$ cat config.mk
export PLATFORM = sky130hd
export DESIGN_NAME = nand_access_adapter
export DESIGN_NICKNAME = d
export VERILOG_FILES = /design/src/rtl/nacc_pkg.sv /design/src/rtl/nacc_decode.sv /design/src/rtl/nacc_beats.sv /design/src/rtl/nacc_seq.sv /design/src/rtl/nand_access_adapter.sv
export SDC_FILE = /design/constraint.sdc
export NUM_CORES = 1
export LEC_CHECK = 0
export BUFFER_PORTS_ARGS = -buffer_cell sky130_fd_sc_hd__buf_2
export CORE_ASPECT_RATIO = 1.75
export CORE_MARGIN = 2
export CORE_UTILIZATION = 40
export DETAILED_ROUTE_END_ITERATION = 8
export PLACE_DENSITY_LB_ADDON = 0.3
export RECOVER_POWER = 100
export SYNTH_ARGS = -nofsm -noshare
export SYNTH_HDL_FRONTEND = slang
export SYNTH_SLANG_ARGS = --single-unit
export TNS_END_PERCENT = 5
$ cat constraint.sdc
create_clock -name clk -period 2.25 [get_ports clk]
set_input_delay 0.3375 -clock clk [delete_from_list [all_inputs] [get_ports clk]]
set_output_delay 0.3375 -clock clk [all_outputs]
set_load 0.03 [all_outputs]
$ cat src/rtl/nacc_pkg.sv
`timescale 1ns/1ps
package nacc_pkg;
  localparam int unsigned HOST_W = 32;
  localparam int unsigned DEV_W  = 16;

  typedef enum logic [1:0] {
    RK_NONE = 2'd0,
    RK_CMD  = 2'd1,
    RK_ADR  = 2'd2,
    RK_DAT  = 2'd3
  } reg_kind_t;

  localparam logic [1:0] SZ_BYTE   = 2'd0;
  localparam logic [1:0] SZ_HALF   = 2'd1;
  localparam logic [1:0] TYPE_NAND = 2'd2;
endpackage

$ cat src/rtl/nacc_decode.sv
`timescale 1ns/1ps
module nacc_decode
  import nacc_pkg::*;
#(
  parameter int unsigned NUM_CS    = 8,
  parameter int unsigned ADDR_W    = 12,
  parameter int unsigned CS_BASE   = 'h60,
  parameter int unsigned CS_STRIDE = 'h30,
  parameter int unsigned OFS_CMD   = 'h1c,
  parameter int unsigned OFS_ADR   = 'h20,
  parameter int unsigned OFS_DAT   = 'h24,
  localparam int unsigned CS_W     = $clog2(NUM_CS)
) (
  input  logic [ADDR_W-1:0] addr,
  output logic              hit,
  output reg_kind_t         kind,
  output logic [CS_W-1:0]   cs
);
  logic [NUM_CS-1:0] m_cmd, m_adr, m_dat;

  // one word-aligned comparator per register per chip select
  for (genvar g = 0; g < NUM_CS; g++) begin : g_cs
    localparam logic [ADDR_W-1:0] A_CMD = ADDR_W'(CS_BASE + g*CS_STRIDE + OFS_CMD);
    localparam logic [ADDR_W-1:0] A_ADR = ADDR_W'(CS_BASE + g*CS_STRIDE + OFS_ADR);
    localparam logic [ADDR_W-1:0] A_DAT = ADDR_W'(CS_BASE + g*CS_STRIDE + OFS_DAT);
    assign m_cmd[g] = (addr >> 2) == (A_CMD >> 2);
    assign m_adr[g] = (addr >> 2) == (A_ADR >> 2);
    assign m_dat[g] = (addr >> 2) == (A_DAT >> 2);
  end

  always_comb begin
    hit  = 1'b0;
    kind = RK_NONE;
    cs   = '0;
    for (int i = 0; i < NUM_CS; i++) begin
      if (m_cmd[i] || m_adr[i] || m_dat[i]) begin
        hit  = 1'b1;
        cs   = CS_W'(i);
        kind = m_cmd[i] ? RK_CMD : (m_adr[i] ? RK_ADR : RK_DAT);
      end
    end
  end
endmodule

$ cat src/rtl/nacc_beats.sv
`timescale 1ns/1ps
module nacc_beats
  import nacc_pkg::*;
(
  input  logic [1:0]        size,
  input  logic              wide,
  input  logic [1:0]        beat,
  input  logic [HOST_W-1:0] wdata,
  input  logic [DEV_W-1:0]  rdata,
  input  logic [HOST_W-1:0] acc,
  output logic              last,
  output logic [DEV_W-1:0]  beat_wdata,
  output logic [HOST_W-1:0] acc_next
);
  logic [2:0]        count;
  logic [HOST_W-1:0] slice;
  logic [4:0]        shamt;

  always_comb begin
    if (wide) begin
      count      = size[1] ? 3'd2 : 3'd1;
      beat_wdata = beat[0] ? wdata[31:16] : wdata[15:0];
      slice      = (size == SZ_BYTE) ? {24'h0, rdata[7:0]} : {16'h0, rdata};
      shamt      = {beat[0], 4'b0000};
    end else begin
      case (size)
        SZ_BYTE: count = 3'd1;
        SZ_HALF: count = 3'd2;
        default: count = 3'd4;
      endcase
      beat_wdata = {8'h00, wdata[{beat, 3'b000} +: 8]};
      slice      = {24'h0, rdata[7:0]};
      shamt      = {beat, 3'b000};
    end
    last     = ({1'b0, beat} == (count - 3'd1));
    acc_next = acc | (slice << shamt);
  end
endmodule

$ cat src/rtl/nacc_seq.sv
`timescale 1ns/1ps
module nacc_seq
  import nacc_pkg::*;
#(
  parameter int unsigned CS_W = 3
) (
  input  logic              clk,
  input  logic              rst_n,
  input  logic              req_valid,
  output logic              req_ready,
  input  logic              req_write,
  input  logic [1:0]        req_size,
  input  logic [HOST_W-1:0] req_wdata,
  input  logic              go_bus,
  input  reg_kind_t         kind,
  input  logic [CS_W-1:0]   cs,
  input  logic              wide,
  output logic              rsp_valid,
  output logic [HOST_W-1:0] rsp_rdata,
  output logic              dev_valid,
  input  logic              dev_ready,
  output logic [CS_W-1:0]   dev_cs,
  output logic              dev_cle,
  output logic              dev_ale,
  output logic              dev_write,
  output logic [DEV_W-1:0]  dev_wdata,
  input  logic [DEV_W-1:0]  dev_rdata
);
  typedef enum logic [1:0] {ST_IDLE, ST_BUS, ST_RESP} st_t;

  st_t               st;
  logic              op_write, op_wide;
  reg_kind_t         op_kind;
  logic [CS_W-1:0]   op_cs;
  logic [1:0]        op_size, beat;
  logic [HOST_W-1:0] op_wdata, rd_acc;

  logic              plan_last;
  logic [DEV_W-1:0]  plan_wd;
  logic [HOST_W-1:0] plan_acc;

  nacc_beats u_plan (
    .size      (op_size),
    .wide      (op_wide),
    .beat      (beat),
    .wdata     (op_wdata),
    .rdata     (dev_rdata),
    .acc       (rd_acc),
    .last      (plan_last),
    .beat_wdata(plan_wd),
    .acc_next  (plan_acc)
  );

  always_ff @(posedge clk) begin
    if (!rst_n) begin
      st       <= ST_IDLE;
      op_write <= 1'b0;
      op_wide  <= 1'b0;
      op_kind  <= RK_NONE;
      op_cs    <= '0;
      op_size  <= '0;
      op_wdata <= '0;
      beat     <= '0;
      rd_acc   <= '0;
    end else begin
      case (st)
        ST_IDLE: if (req_valid) begin
          op_write <= req_write;
          op_wide  <= wide;
          op_kind  <= kind;
          op_cs    <= cs;
          op_size  <= req_size;
          op_wdata <= req_wdata;
          beat     <= '0;
          rd_acc   <= '0;
          st       <= go_bus ? ST_BUS : ST_RESP;
        end
        ST_BUS: if (dev_ready) begin
          if (!op_write) rd_acc <= plan_acc;
          if (plan_last) st <= ST_RESP;
          else           beat <= beat + 2'd1;
        end
        ST_RESP: st <= ST_IDLE;
        default: st <= ST_IDLE;
      endcase
    end
  end

  always_comb begin
    req_ready = (st == ST_IDLE);
    dev_valid = (st == ST_BUS);
    dev_cle   = dev_valid && (op_kind == RK_CMD);
    dev_ale   = dev_valid && (op_kind == RK_ADR);
    dev_write = dev_valid && op_write;
    dev_cs    = op_cs;
    dev_wdata = (dev_valid && op_write) ? plan_wd : '0;
    rsp_valid = (st == ST_RESP);
    rsp_rdata = rd_acc;
  end
endmodule

$ cat src/rtl/nand_access_adapter.sv
`timescale 1ns/1ps
module nand_access_adapter
  import nacc_pkg::*;
#(
  parameter int unsigned NUM_CS    = 8,
  parameter int unsigned ADDR_W    = 12,
  parameter int unsigned CS_BASE   = 'h60,
  parameter int unsigned CS_STRIDE = 'h30,
  parameter int unsigned OFS_CMD   = 'h1c,
  parameter int unsigned OFS_ADR   = 'h20,
  parameter int unsigned OFS_DAT   = 'h24,
  localparam int unsigned CS_W     = $clog2(NUM_CS)
) (
  input  logic                clk,
  input  logic                rst_n,
  input  logic [2*NUM_CS-1:0] cs_type,
  input  logic [NUM_CS-1:0]   cs_wide,
  input  logic                req_valid,
  output logic                req_ready,
  input  logic                req_write,
  input  logic [ADDR_W-1:0]   req_addr,
  input  logic [1:0]          req_size,
  input  logic [31:0]         req_wdata,
  output logic                rsp_valid,
  output logic [31:0]         rsp_rdata,
  output logic                dev_valid,
  input  logic                dev_ready,
  output logic [CS_W-1:0]     dev_cs,
  output logic                dev_cle,
  output logic                dev_ale,
  output logic                dev_write,
  output logic [15:0]         dev_wdata,
  input  logic [15:0]         dev_rdata
);
  logic            d_hit;
  reg_kind_t       d_kind;
  logic [CS_W-1:0] d_cs;
  logic            is_nand, go_bus;

  nacc_decode #(
    .NUM_CS(NUM_CS), .ADDR_W(ADDR_W), .CS_BASE(CS_BASE), .CS_STRIDE(CS_STRIDE),
    .OFS_CMD(OFS_CMD), .OFS_ADR(OFS_ADR), .OFS_DAT(OFS_DAT)
  ) u_dec (
    .addr(req_addr),
    .hit (d_hit),
    .kind(d_kind),
    .cs  (d_cs)
  );

  // bus cycles only for NAND chip selects; reads only from the data register
  assign is_nand = d_hit && (cs_type[{d_cs, 1'b0} +: 2] == TYPE_NAND);
  assign go_bus  = is_nand && (req_write || (d_kind == RK_DAT));

  nacc_seq #(.CS_W(CS_W)) u_seq (
    .clk      (clk),
    .rst_n    (rst_n),
    .req_valid(req_valid),
    .req_ready(req_ready),
    .req_write(req_write),
    .req_size (req_size),
    .req_wdata(req_wdata),
    .go_bus   (go_bus),
    .kind     (d_kind),
    .cs       (d_cs),
    .wide     (cs_wide[d_cs]),
    .rsp_valid(rsp_valid),
    .rsp_rdata(rsp_rdata),
    .dev_valid(dev_valid),
    .dev_ready(dev_ready),
    .dev_cs   (dev_cs),
    .dev_cle  (dev_cle),
    .dev_ale  (dev_ale),
    .dev_write(dev_write),
    .dev_wdata(dev_wdata),
    .dev_rdata(dev_rdata)
  );
endmodule

==> impl_metrics.toml, run 1 <==
[global_routing]
grt_pass1_wl_mm = 19.6
grt_overflow = 0
grtUsageTotal_pct = 22.1
antenna_found_initial = 0
grt_pass1_vias = 4279
grt_max_degree = 38

[final_layout]
area_growth_pct = 32.4
mostFrequentLayoutCells = "105 x buf_2, 104 x nand2_1, 75 x dfxtp_1"
multiInputGateArea_um2 = 2420
nets = 774
final_common_cell = "buf_2"
fillers = 1033
drive_gt1_share_pct = 26.6
register_area_um2 = 1540
layout.cells.non_filler = 815
fin_util_pct = 53.7
final_cell_area_um2 = 5460
diodes = 0

[route]
wl_mm = 12.5
drtPass1Iterations = 5
avgRoutedWirePerCell_um = 15.4
antenna_left = 0
viasPerCell = 5.38
via_count = 4385
drc_errors = 0
dr.first_iter.drc_count = 147

[synth]
syn_area_um2 = 4120
yosysUniqueCellTypes = 63
synth_flop_cell = "dfxtp_1"
syn_inst = 527
synth_seq_cells = 77
syn_avg_cell_area_um2 = 7.82
synthSimpleGateAreaFrac_pct = 25.3
synth_top_family_by_area = "simple AND/OR/NAND/NOR gates"
syn-num-nets = 618
synth_edf_count = 0
yosysSeqAreaShare_pct = 37.4
synthAdderAreaFrac_pct = 0
synth_compound_area_share_pct = 24.5
async_reset_ff_share_pct = 0
synth_warnings = 0
synthMuxAreaShare_pct = 7.10
synth_xor_area_share_pct = 0.637

[worst_setup_path]
crit_buf_inv = 2
cp.depth = 6
critical_path.top_delay_family = "compound AO/OA/AOI/OAI gates"
worstSetupStartpointType = "flip-flop"
critPathKind = "reg2out"
cp_cell_sequence = "buf_6, mux2i_1, nor2_1, a211oi_1, a311oi_2, buf_4"
startpoint = "u_seq.beat[1]"
crit_arrival_ns = 1.84
reg2reg_from = "u_seq.op_wide"
cp_slowest_cell = "dfxtp_2"
end_kind = "primary output"
max_stage_delay_ns = 0.41
rr_endpoint = "u_seq.beat[1]"
r2r_slack_ns = 0.32
reg2reg_depth = 6
critPathRequiredTime_ns = 1.91
crit_fanout = 8
critPathCapture = "dev_wdata[2]"

[sta]
worst_pin_slew_ns = 0.835
finClkSkew_ns = 0.00538
fmax_ghz = 0.460
setup_viol = 0
rsz0062_at_grt = "true"
timing.final.max_slew_violations = 0
fin_crit_ns = 2.17
setup_ws_ns = 0.0756
hold_viol_final = 0
period_share_pct = 96.6
relSlewSlack_pct = 43.9

[power]
peakVddDrop_mv = 0.425
cellLeakagePower_nw = 2.26
power_density_nw_per_um2 = 614
power.total_w = 0.00335

[floorplanning]
die_area_um2 = 11200
io-pin-count = 148
die_y_um = 138
rows = 49
die_x_um = 80.7
coreArea_um2 = 10200
start_util_pct = 40.5

[placement]
hpwl_mm = 9.61
dp_slack_ns = -0.250
place_congestion = 0.859
dpl_cell_area_um2 = 5170
port_buffers = 145
dpl.cell_count = 799

[clocking]
cts_buffers = 9
cts_tree = "built"
clk-insertion-delay-late_ns = 0.33
cts_hold_buffers = 0
ctsRootBufferMaster = "clkbuf_16"
htree_levels = 3
ctsLongestPathBuffers = 2
cts_sinks = 77
cts.clk_slew.worst_paths_ns = 0.06

[job]
cap_violations = 0

[run_status]
status = "finished clean"

[worst_hold_path]
worstHoldPathType = "in2reg"
-- report_power, final --
| part | leakage [nW] | internal, W | switching, W |
|---|---|---|---|
| clock network | 0.150 | 0.000920 | 0.000544 |
| logic | 1.48 | 0.000189 | 0.000252 |
| registers | 0.629 | 0.00141 | 0.0000322 |
| total | 2.26 | 0.00252 | 0.000828 |
-- metal layers --
metal | global-route usage (%) | part of all wire [%]
met4 | 5.80 | 1.5
met2 | 42.9 | 56
met1 | 23.5 | 38
met5 | 0 | 0
met3 | 3.92 | 4.7
-- kinds of logic (layout without fill, tap and decap cells) --
logic type | after synthesis | after routing
xor gates and xnor gates | 3 | 3
DFF | 77 | 77
AOI/OAI and AO/OA | 141 | 141
muxes | 26 | 26
and+or+nand+nor | 230 | 230
buffers and inverters | 50 | 211
-- worst min-delay path by stage --
stage,start,end,slack [ns],cells after the start
2_1_floorplan,u_seq.op_kind[0],u_seq.op_kind[0],0.44,2
6_report,req_wdata[6],u_seq.op_wdata[6],0.25,3
5_1_grt,req_wdata[20],u_seq.op_wdata[20],0.26,3
4_1_cts,req_wdata[27],u_seq.op_wdata[27],0.25,3
3_3_place_gp,u_seq.rsp_rdata[24],u_seq.rsp_rdata[24],0.44,2
3_5_place_dp,u_seq.dev_cs[1],u_seq.dev_cs[1],0.45,2
-- stage by stage --
stage	setup TNS (ns)	hold slack, ns
after floorplan	0	0.439
after global placement	-0.233	0.443
after detailed placement	-0.621	0.446
after CTS	-0.0900	0.252
after global routing	-0.0359	0.257
final	0	0.253
-- Yosys cell counts, drive strengths merged (3+ instances only) --
library cell	instances	area share [%]
a21oi	36	4.6
o21ai	9	1.1
o211a	3	0.73
buf	10	1.4
clkbuf	30	2.7
o221ai	4	0.85
inv	10	0.91
a311oi	5	1.1
a21boi	40	7.3
nor3	6	0.73
nor2b	8	1.2
dfxtp	77	37
and2	6	0.91
nand2	105	9.6
a22o	8	1.7
nor2	63	5.7
a22oi	3	0.55
a2111oi	3	0.67
nand2b	11	1.7
or3	3	0.58
a211oi	8	1.5
and3b	4	0.85
nor3b	4	0.73
nand3	8	0.97
a31oi	4	0.61
mux2i	24	5.8
-- area by class of cell --
type	count	share of cell area, %
multi-input combinational	400	44.4
sequential	77	28.3
timing repair buffer	185	18.2
inverter	10	0.687
tap	127	2.91
clock buffer	13	4.77
clock inverter	3	0.802
-- sequential cells by signal, indices dropped and copies added (netlist names) --
register,cells
u_seq.beat,2
u_seq.dev_cs,3
u_seq.op_kind,2
u_seq.op_size,2
u_seq.op_wdata,32
u_seq.op_wide,1
u_seq.op_write,1
u_seq.rsp_rdata,32
u_seq.st,2
-- timing repair --
item                                    in CTS  in global routing
resized for setup                            6                  9
buffers inserted                             0                  0
endpoints found under the setup margin      15                 24
pin swaps                                    2                  0
-- tightest hold or removal path, delay by kind of cell --
family                 cells  cell delay [ns]
and+or+nand+nor            1             0.04
buffers and inverters      1             0.09
AOI/OAI and AO/OA          1             0.06
No activity file was read; power rests on OpenSTA's default activity.
==> run 2: changes to the inputs <==
--- a/config.mk
+++ b/config.mk
@@ -9,6 +9,7 @@
 export CORE_ASPECT_RATIO = 1.75
 export CORE_MARGIN = 2
 export CORE_UTILIZATION = 40
+export CTS_BUF_LIST = sky130_fd_sc_hd__clkbuf_4 sky130_fd_sc_hd__clkbuf_8
 export DETAILED_ROUTE_END_ITERATION = 8
 export PLACE_DENSITY_LB_ADDON = 0.3
 export RECOVER_POWER = 100
==> constraint.sdc (replaced) <==
create_clock -name clk -period 2.12 [get_ports clk]
set_input_delay 0.318 -clock clk [delete_from_list [all_inputs] [get_ports clk]]
set_output_delay 0.318 -clock clk [all_outputs]
set_load 0.03 [all_outputs]
==> run 2 against run 1 <==
Sequential power rose by 6%. Sequential share of layout area fell by 0.076 points. Clock skew rose by 0.0061 ns. Clock power fell by 14%. Combinational power rose by 9.7%. Setup slack got worse by 0.0023 ns. Core utilization rose by 0.32 points. Register-to-register slack got worse by 0.09 ns. First-iteration DRC count rose by 32%. Final area rose by 0.60%. Power fell by 2.5%. Routed wire length fell by 1.8%. Critical path type unchanged. Critical endpoint is now dev_wdata[6]. Largest cell class unchanged.
==> impl_metrics.toml, run 2 (synthesis gave the netlist of run 1 again) <==
[run_status]
status = "finished clean"

[global_routing]
grt_max_degree = 38
grtUsageTotal_pct = 21.6
grt_overflow = 0
grt_pass1_vias = 4122
grt_pass1_wl_mm = 19.1
antenna_found_initial = 0

[final_layout]
area_growth_pct = 33.2
diodes = 0
layout.cells.non_filler = 820
final_common_cell = "buf_2"
final_cell_area_um2 = 5490
drive_gt1_share_pct = 28.6
fin_util_pct = 54.0
mostFrequentLayoutCells = "104 x buf_2, 102 x nand2_1, 75 x dfxtp_1"
nets = 779

[clocking]
cts_buffers = 9
htree_levels = 3
ctsLongestPathBuffers = 2
ctsRootBufferMaster = "clkbuf_8"
cts_sinks = 77
clk-insertion-delay-late_ns = 0.35
cts.clk_slew.worst_paths_ns = 0.08
cts_tree = "built"
cts_hold_buffers = 0

[route]
viasPerCell = 5.24
via_count = 4300
avgRoutedWirePerCell_um = 15.0
wl_mm = 12.3
antenna_left = 0
drc_errors = 0
drtPass1Iterations = 6
dr.first_iter.drc_count = 194

[sta]
worst_pin_slew_ns = 0.769
fmax_ghz = 0.489
setup_viol = 0
finClkSkew_ns = 0.0115
setup_tns_ns = 0
period_share_pct = 96.5
timing.final.max_slew_violations = 0
fin_crit_ns = 2.05
hold_viol_final = 0
relSlewSlack_pct = 48.8

[worst_setup_path]
worstSetupStartpointType = "flip-flop"
cp_slowest_cell = "dfxtp_4"
crit_arrival_ns = 1.73
cp_cell_sequence = "buf_6, nand2_2, a21boi_2, buf_4, o221ai_1, nor2_1, buf_4"
max_stage_delay_ns = 0.38
crit_fanout = 10
end_kind = "primary output"
critPathKind = "reg2out"
critPathRequiredTime_ns = 1.80
cp_common_cell = "buf_4"

[floorplanning]
die_x_um = 80.7
die_area_um2 = 11200
start_util_pct = 40.5
coreArea_um2 = 10200
rows = 49
die_y_um = 138
io-pin-count = 148

[placement]
port_buffers = 145
hpwl_mm = 9.64
dpl.cell_count = 803
dpl_cell_area_um2 = 5230
place_congestion = 0.864

[power]
power_density_nw_per_um2 = 595
power.total_w = 0.00327
cellLeakagePower_nw = 2.26
peakVddDrop_mv = 0.327

[job]
cap_violations = 0

[worst_hold_path]
worstHoldPathType = "in2reg"
-- run 2: cell types whose count changed in the layout (fill, tap and decap cells not counted), moves of 4 or more --
cell / previous run / this run
buf_4: 38 / 43
clkbuf_16: 9 / 0
clkbuf_1: 41 / 37
clkbuf_8: 2 / 10
-- run 2: area by class of cell --
type                    count  area (um^2)
fillers                  1029         4680
multi-input cells         400         2450
flip-flops and latches     77         1550
repair buffers            190         1070
well taps                 127          159
clock buffers              10          138
clock inverters             6         92.6
inverters                  10         37.5
-- run 2: power by group --
| group | switching, W | total, W | internal (W) |
|---|---|---|---|
| Clock | 0.000549 | 0.00125 | 0.000703 |
| Sequential | 0.0000358 | 0.00153 | 0.00149 |
| Combinational | 0.000270 | 0.000485 | 0.000215 |
| Total | 0.000855 | 0.00327 | 0.00241 |
-- run 2: routing by layer --
layer | global-route usage (%) | vias up | share of wire [%]
li1 | - | 2157 | -
met1 | 22.4 | 1998 | 38
met2 | 41.4 | 129 | 56
met3 | 3.72 | 16 | 4.5
met4 | 8.21 | 0 | 1.7
met5 | 0 | - | 0
-- run 2: per-stage QoR --
step                hold slack, ns  setup WS [ns]
floorplan                    0.439        -0.0880
global placement             0.443         -0.202
detailed placement           0.447         -0.323
CTS                          0.192       -0.00983
global route                 0.195       -0.00798
finish                       0.211         0.0733
-- run 2: final timing paths --
| path | startpoint | endpoint | slack (ns) | depth (start not counted) |
|---|---|---|---|---|
| min reg2reg | u_seq.dev_cs[1] | u_seq.dev_cs[1] | 0.46 | 2 |
| min | req_wdata[1] | u_seq.op_wdata[1] | 0.21 | 3 |
| max | u_seq.op_wide | dev_wdata[6] | 0.07 | 7 |
| max reg2reg | u_seq.st[0] | u_seq.rsp_rdata[18] | 0.23 | 8 |
-- run 2: critical path: cells and delay by family (launching register included) --
kind / cells / cell delay [ns]
simple gates: 2 / 0.27
compound gates: 2 / 0.26
buf+inv: 3 / 0.49
flops: 1 / 0.38
-- run 2: repair_timing --
item                       in CTS  in global routing
buffers inserted                1                  0
pin swaps                       1                  1
resized for setup               9                 14
setup endpoints to repair      16                 19
